**src/rtl/prbs_chk_pkg.sv**
```systemverilog
`timescale 1ns/1ps
package prbs_chk_pkg;
  localparam int unsigned PRBS_ORDER = 7;

  // next bit of x^7 + x^6 + 1: b[n] = b[n-7] ^ b[n-6]; hist[0] is the newest bit
  function automatic logic prbs7_predict(input logic [PRBS_ORDER-1:0] hist);
    return hist[6] ^ hist[5];
  endfunction
endpackage

```
**src/rtl/chk_prbs7_ref.sv**
```systemverilog
`timescale 1ns/1ps
module chk_prbs7_ref
  import prbs_chk_pkg::*;
(
  input  logic clk,
  input  logic rst,
  input  logic restart,
  input  logic bit_ok,
  input  logic bit_in,
  output logic mismatch
);
  localparam int unsigned SCW = $clog2(PRBS_ORDER + 1);

  logic [PRBS_ORDER-1:0] hist;
  logic [SCW-1:0]        seed_cnt;
  logic                  seeded;
  logic                  exp_bit;

  assign seeded   = (seed_cnt == SCW'(PRBS_ORDER));
  assign exp_bit  = prbs7_predict(hist);
  assign mismatch = bit_ok && seeded && (bit_in != exp_bit);

  always_ff @(posedge clk) begin
    if (rst || restart) begin
      hist     <= '0;
      seed_cnt <= '0;
    end else if (bit_ok) begin
      if (!seeded) begin
        hist     <= {hist[PRBS_ORDER-2:0], bit_in};
        seed_cnt <= seed_cnt + 1'b1;
      end else begin
        // free-running reference: a corrupted bit does not disturb later predictions
        hist <= {hist[PRBS_ORDER-2:0], exp_bit};
      end
    end
  end
endmodule

```
**config.mk**
```make
export PLATFORM = sky130hd
export DESIGN_NAME = chk_prbs7_ref
export DESIGN_NICKNAME = d
export VERILOG_FILES = /design/src/rtl/prbs_chk_pkg.sv /design/src/rtl/chk_prbs7_ref.sv
export SDC_FILE = /design/constraint.sdc
export NUM_CORES = 1
export LEC_CHECK = 0
export CORE_AREA = 2 2 39 41
export DETAILED_ROUTE_END_ITERATION = 10
export DIE_AREA = 0 0 41 43
export SYNTH_ARGS = -nofsm -noshare
export SYNTH_HDL_FRONTEND = slang
export SYNTH_SLANG_ARGS = --single-unit
```
**constraint.sdc**
```tcl
create_clock -name clk -period 2.15 [get_ports clk]
set_input_delay 0.43 -clock clk [delete_from_list [all_inputs] [get_ports clk]]
set_output_delay 0.43 -clock clk [all_outputs]
set_load 0.05 [all_outputs]
```
==> results of run 1 <==
## worst max-delay path, delay by kind of cell
| family | cells | cell delay (ns) |
|---|---|---|
| simple gates | 1 | 0.25 |
| buf+inv | 2 | 0.75 |
## cells in the final DEF, fill, tap and decap left out, types with 2 or more instances in the layout
cell,Yosys,final
nor2_1,9,9
clkdlybuf4s50_1,0,4
a21oi_1,2,2
dfxtp_1,10,10
xor2_1,2,2
mux2i_1,8,8
clkbuf_4,0,3
ha_1,2,2
## metrics by stage
step                 util  cells  area (sq um)
floorplan               -     41           432
global placement    0.363     61           503
detailed placement  0.363     61           503
CTS                 0.390     65           539
global route        0.390     65           539
finish              0.390     65           539
## layout make-up
cell class              count  share of cell area
clock buffers               4              0.0673
multi-input cells          29               0.399
flip-flops and latches     10               0.371
well taps                  16              0.0371
repair buffers              6               0.125
## final timing paths
kind	to	cells after the start
setup / recovery	mismatch	3
hold / removal	hist[1]	2
setup reg to reg	seed_cnt[1]	5
hold reg to reg	hist[1]	2
## report_power, final
part	internal (W)	total [W]	switching [W]
Sequential	0.000187	0.000189	0.00000140
Combinational	0.0000161	0.0000272	0.0000111
Clock	0.000103	0.000166	0.0000634
Total	0.000306	0.000382	0.0000759
## kinds of logic after synthesis
family / share of synthesized area
multiplexers: 0.186
AO/OA/AOI/OAI: 0.0232
buffers and inverters: 0.0377
flip-flops: 0.464
XOR/XNOR: 0.0609
adder cells (fa/ha/maj): 0.0580
AND/OR/NAND/NOR: 0.171
## state kept, by name, summed over array words and instances (netlist names)
| name | cells |
|---|---|
| seed_cnt | 3 |
| hist | 7 |
## metal layers
metal,global-route usage,part of all wire,vias up
met5,0,0,-
met4,0.0600,0,0
met3,0.0471,0.033,0
met2,0.153,0.49,7
met1,0.0948,0.48,133
li1,-,-,152
==> metrics.md, run 1 <==
| Metric | Value |
|---|---|
| Worst-path maximum fanout | 7 |
| Total grt overflow | 0 |
| Start point of the critical path | bit_ok |
| # IOs | 6 |
| Fmax | 0.538 GHz |
| Avg WL per Cell | 9.78 microns |
| Clock root buffer | clkbuf_4 |
| Antenna violations before repair | 0 |
| Clock buffer depth | 2 |
| RD Place Congestion | 0.645 |
| First-pass GRT wire length | 1100 microns |
| Post-route ant nets | 0 |
| Via count | 292 |
| Synth Area per Inst | 10.5 sq um |
| Peak supply drop | 261 uV |
| Post-synth top cells | dfxtp_1 (10), nor2_1 (9), mux2i_1 (8) |
| Register area | 200 sq um |
| H-tree depth | 1 |
| RSZ-0062 raised after global routing | false |
| Hold Path Class | reg -> reg |
| Cells after Synth | 41 |
| Syn nets | 48 |
| Core ar. | 1380 sq um |
| Ys async rst share | 0 |
| Yosys reg bits | 10 |
| Min cycle time layout | 1.86 ns |
| Area of the multi-input gates | 215 sq um |
| Tot Pwr | 0.000382 W |
| Initial drt markers | 0 |
| Hold Crit Start | hist[1] |
| Die Y | 43 microns |
| Port bufs | 5 |
| Rel. slew slack | 0.833 |
| Top-area cell type share of the netlist area | 0.464 |
| Max-slew violations | 0 |
| Reg clk slew, reported paths | 0.06 ns |
| Synth Cell Area | 432 sq um |
| Final setup viols | 0 |
| P_leak | 0.247 nW |
| CP Launch Type | input port |
| Post-CTS Resized | 0 |
| Main flop type after synthesis | dfxtp_1 |
| Chip Width | 41 microns |
| Maxcap violations | 0 |
| Clock skew | 0.00220 ns |
| Share of cells above drive strength 1 | 0.184 |
| Number of flops mapped to enable cells by yosys | 0 |
| Arrival time at the worst endpoint | 1.43 ns |
| Antenna diodes | 0 |
| Post-Route WL | 636 microns |
| Most common cell in the netlist | dfxtp_1 |
| Final period utilization | 0.865 |
| Setup Slack @ Placement | 0.278 ns |
| Cts hold-fix bufs | 0 |
| Crit-path slowest cell | clkdlybuf4s50_1 |
| Sequential element share of the synthesized area | 0.464 |
| Via density | 4.49 |
| Gr usage total | 0.0969 |
| Fin Setup TNS | 0 ns |
| CP max stage delay | 0.61 ns |
| Yosys warning total | 0 |
| Number of global-route vias before repair | 307 |
| DIE AREA | 1760 sq um |
| Filler instances | 150 |
| PwrDens | 708 nW/um^2 |
| Clk Latency, worst-skew pair | 0.26 ns |
| Worst-path cell chain | clkdlybuf4s50_1, and3_1, buf_12 |
| Distinct cells, synth | 14 |
| Setup crit end kind | output port |
| Row cnt | 14 |
| Worst setup margin | 0.291 ns |
| First-pass iteration count of the detailed router | 1 |
| CP Class | in -> out |
| Worst r2r src | seed_cnt[0] |
| Fin. Hold Viols | 0 |
| Cts bufs inserted | 3 |
| Post-CTS setup buffers | 0 |
| Area Overhead vs Synth | 24.9% |
| # clock sinks | 10 |
| Initial Util | 0.312 |
| # DRC | 0 |
| Synth area leader | dfxtp_1 |
| Status | finished, final reports clean |
| Critical Path RT | 1.72 ns |
| Largest net degree at the start of global routing | 11 |
| TritonCTS clock tree | done |
| Flop-to-flop setup slack | 0.82 ns |
| NumNets Final | 57 |
| Worst Tran Pin Value | 0.250 ns |
| Top cells by area, synth | dfxtp_1 (46%), mux2i_1 (19%), nor2_1 (7.8%) |
| Hold Slack | 0.499 ns |
(Power assumes the default switching activity.)
==> inputs of run 2 (changes only) <==
MAX_ROUTING_LAYER = met4   (was unset)
==> results of run 2 <==
No change in the layout: final DEF, timing and power equal those of run 1.
Among the figures that moved: final weighted congestion in routability-driven placement 0.645 -> 0.650; via count of the first global-routing pass 307 -> 302; overall routing resource usage 0.0969 -> 0.0993
==> inputs of run 3 (changes only) <==
CELL_PAD_IN_SITES_DETAIL_PLACEMENT = 1   (was unset)
CELL_PAD_IN_SITES_GLOBAL_PLACEMENT = 2   (was unset)
CORE_AREA = unset   (was 2 2 39 41)
CORE_MARGIN = 2   (was unset)
CORE_UTILIZATION = 31   (was unset)
DIE_AREA = unset   (was 0 0 41 43)
DONT_BUFFER_PORTS = 1   (was unset)
PLACE_DENSITY_LB_ADDON = 0.1   (was unset)
clock period = 1.6 ns   (was 2.15 ns; I/O delays follow)
==> metrics.md, run 3 (synthesis results as in run 1) <==
| Metric | Value |
|---|---|
| Status | finished with violations |
| Failing checks | setup timing |
| RD Place Congestion | 0.567 |
| Chip Width | 41.3 microns |
| Share of cells above drive strength 1 | 0.356 |
| Reg clk slew, reported paths | 0.06 ns |
| Clock power share | 0.371 |
| # clock sinks | 10 |
| Area Overhead vs Synth | 21.2% |
| Hold Path Class | in -> reg |
| Gr usage total | 0.128 |
| Commonest non-fill, non-tap cell in the layout | nor2_1 |
| Max-slew violations | 0 |
| Final setup viols | 1 |
| Top reg by flops | hist |
| P_leak | 0.223 nW |
| Min cycle time layout | 1.61 ns |
| Cts bufs inserted | 3 |
| Worst-path maximum fanout | 2 |
| Arrival time at the worst endpoint | 1.29 ns |
| First-pass iteration count of the detailed router | 2 |
| Top flop regs | hist: 7 flops, seed_cnt: 3 flops |
| Port bufs | 0 |
| Post-route ant nets | 0 |
| Initial drt markers | 1 |
| Cts hold-fix bufs | 0 |
| Power share of the combinational group | 0.050 |
| Fin Setup TNS | -0.00921 ns |
| Peak supply drop | 344 uV |
| Setup crit end kind | output port |
| First-pass GRT wire length | 1280 microns |
| Sw frac | 0.201 |
| Setup Slack @ Placement | 0.151 ns |
| Most frequent cells in the layout | nor2_1 (9), mux2i_1 (8), dfxtp_1 (7) |
| Largest net degree at the start of global routing | 11 |
| Initial Util | 0.332 |
| Worst setup margin | -0.00921 ns |
| Avg WL per Cell | 13.4 microns |
| Fin. Hold Viols | 0 |
| # DRC | 0 |
| Post-layout util | 0.402 |
| TritonCTS clock tree | done |
| Core ar. | 1300 sq um |
| DIE AREA | 1710 sq um |
| Clock root buffer | clkbuf_4 |
| NumNets Final | 54 |
| # IOs | 6 |
| Via count | 282 |
| Fmax | 0.621 GHz |
| Max reg flops | 7 |
| CP Launch Type | flip-flop |
| Final period utilization | 1.01 |
| Row cnt | 13 |
| Antenna diodes | 0 |
| Part of the power in registers | 0.579 |
| Critical Path RT | 1.28 ns |
| Number of global-route vias before repair | 291 |
| PwrDens | 839 nW/um^2 |
| Die Y | 41.3 microns |
| Post-Route WL | 802 microns |
| H-tree depth | 1 |
| Rel. slew slack | 0.874 |
| Via density | 4.70 |
| Maxcap violations | 0 |
| NetSw | 0.0000880 W |
| Antenna violations before repair | 0 |
| Worst Tran Pin Value | 0.189 ns |
| RSZ-0062 raised after global routing | true |
| Total grt overflow | 0 |
| CP Class | reg -> out |
| Internal | 0.000351 W |
| Clock skew | 0.000928 ns |
| Tot Pwr | 0.000439 W |
| Clock buffer depth | 2 |
| Clk Latency, worst-skew pair | 0.26 ns |
run 3: power by group through the flow:
stage | Combinational (W) | Sequential [W] | Clock [W]
final | 0.0000218 | 0.000254 | 0.000163
after global routing | 0.0000247 | 0.000254 | 0.000185
after CTS | 0.0000219 | 0.000254 | 0.000170
after detailed placement | 0.0000214 | 0.000259 | 0
after global placement | 0.0000200 | 0.000259 | 0
after floorplan | 0.0000250 | 0.000259 | 0
run 3: area by class of cell:
cell class	instances	area [sq um]
tap	15	18.8
clock buffer	3	22.5
fill	152	778
timing repair buffer	3	35.0
multi-input combinational	29	243
sequential	10	204
run 3: metrics by stage:
step                cell area [sq um]  std cells  hold slack, ns
floorplan                         432         41           0.457
global placement                  454         55           0.471
detailed placement                454         55           0.486
CTS                               523         60           0.208
global route                      523         60           0.227
finish                            523         60           0.220
run 3: routing by layer:
layer	track usage	vias up	part of all wire
met5	-	-	0
met4	0.0242	0	0
met3	0.0798	0	0.077
met2	0.203	8	0.51
met1	0.136	132	0.41
li1	-	142	-
run 3: worst paths after layout:
kind / start / end / slack (ns) / depth (start not counted)
setup / recovery: hist[5] / mismatch / -0.009 / 4
hold / removal: bit_ok / hist[3] / 0.22 / 2
setup reg to reg: seed_cnt[0] / seed_cnt[2] / 0.37 / 5
hold reg to reg: hist[3] / hist[3] / 0.51 / 2
run 3: worst max-delay path, stage by stage, from the launching register on:
cell	delay (ns)
dfxtp_2	0.35
xor2_2	0.17
xor2_1	0.17
and3_4	0.21
buf_12	0.13
run 3: what timing repair did:
| item | CTS | global route |
|---|---|---|
| gates resized for setup | 8 | 0 |
| buffers inserted | 2 | 0 |
| endpoints found under the setup margin | 1 | 1 |
| pin swaps | 3 | 3 |
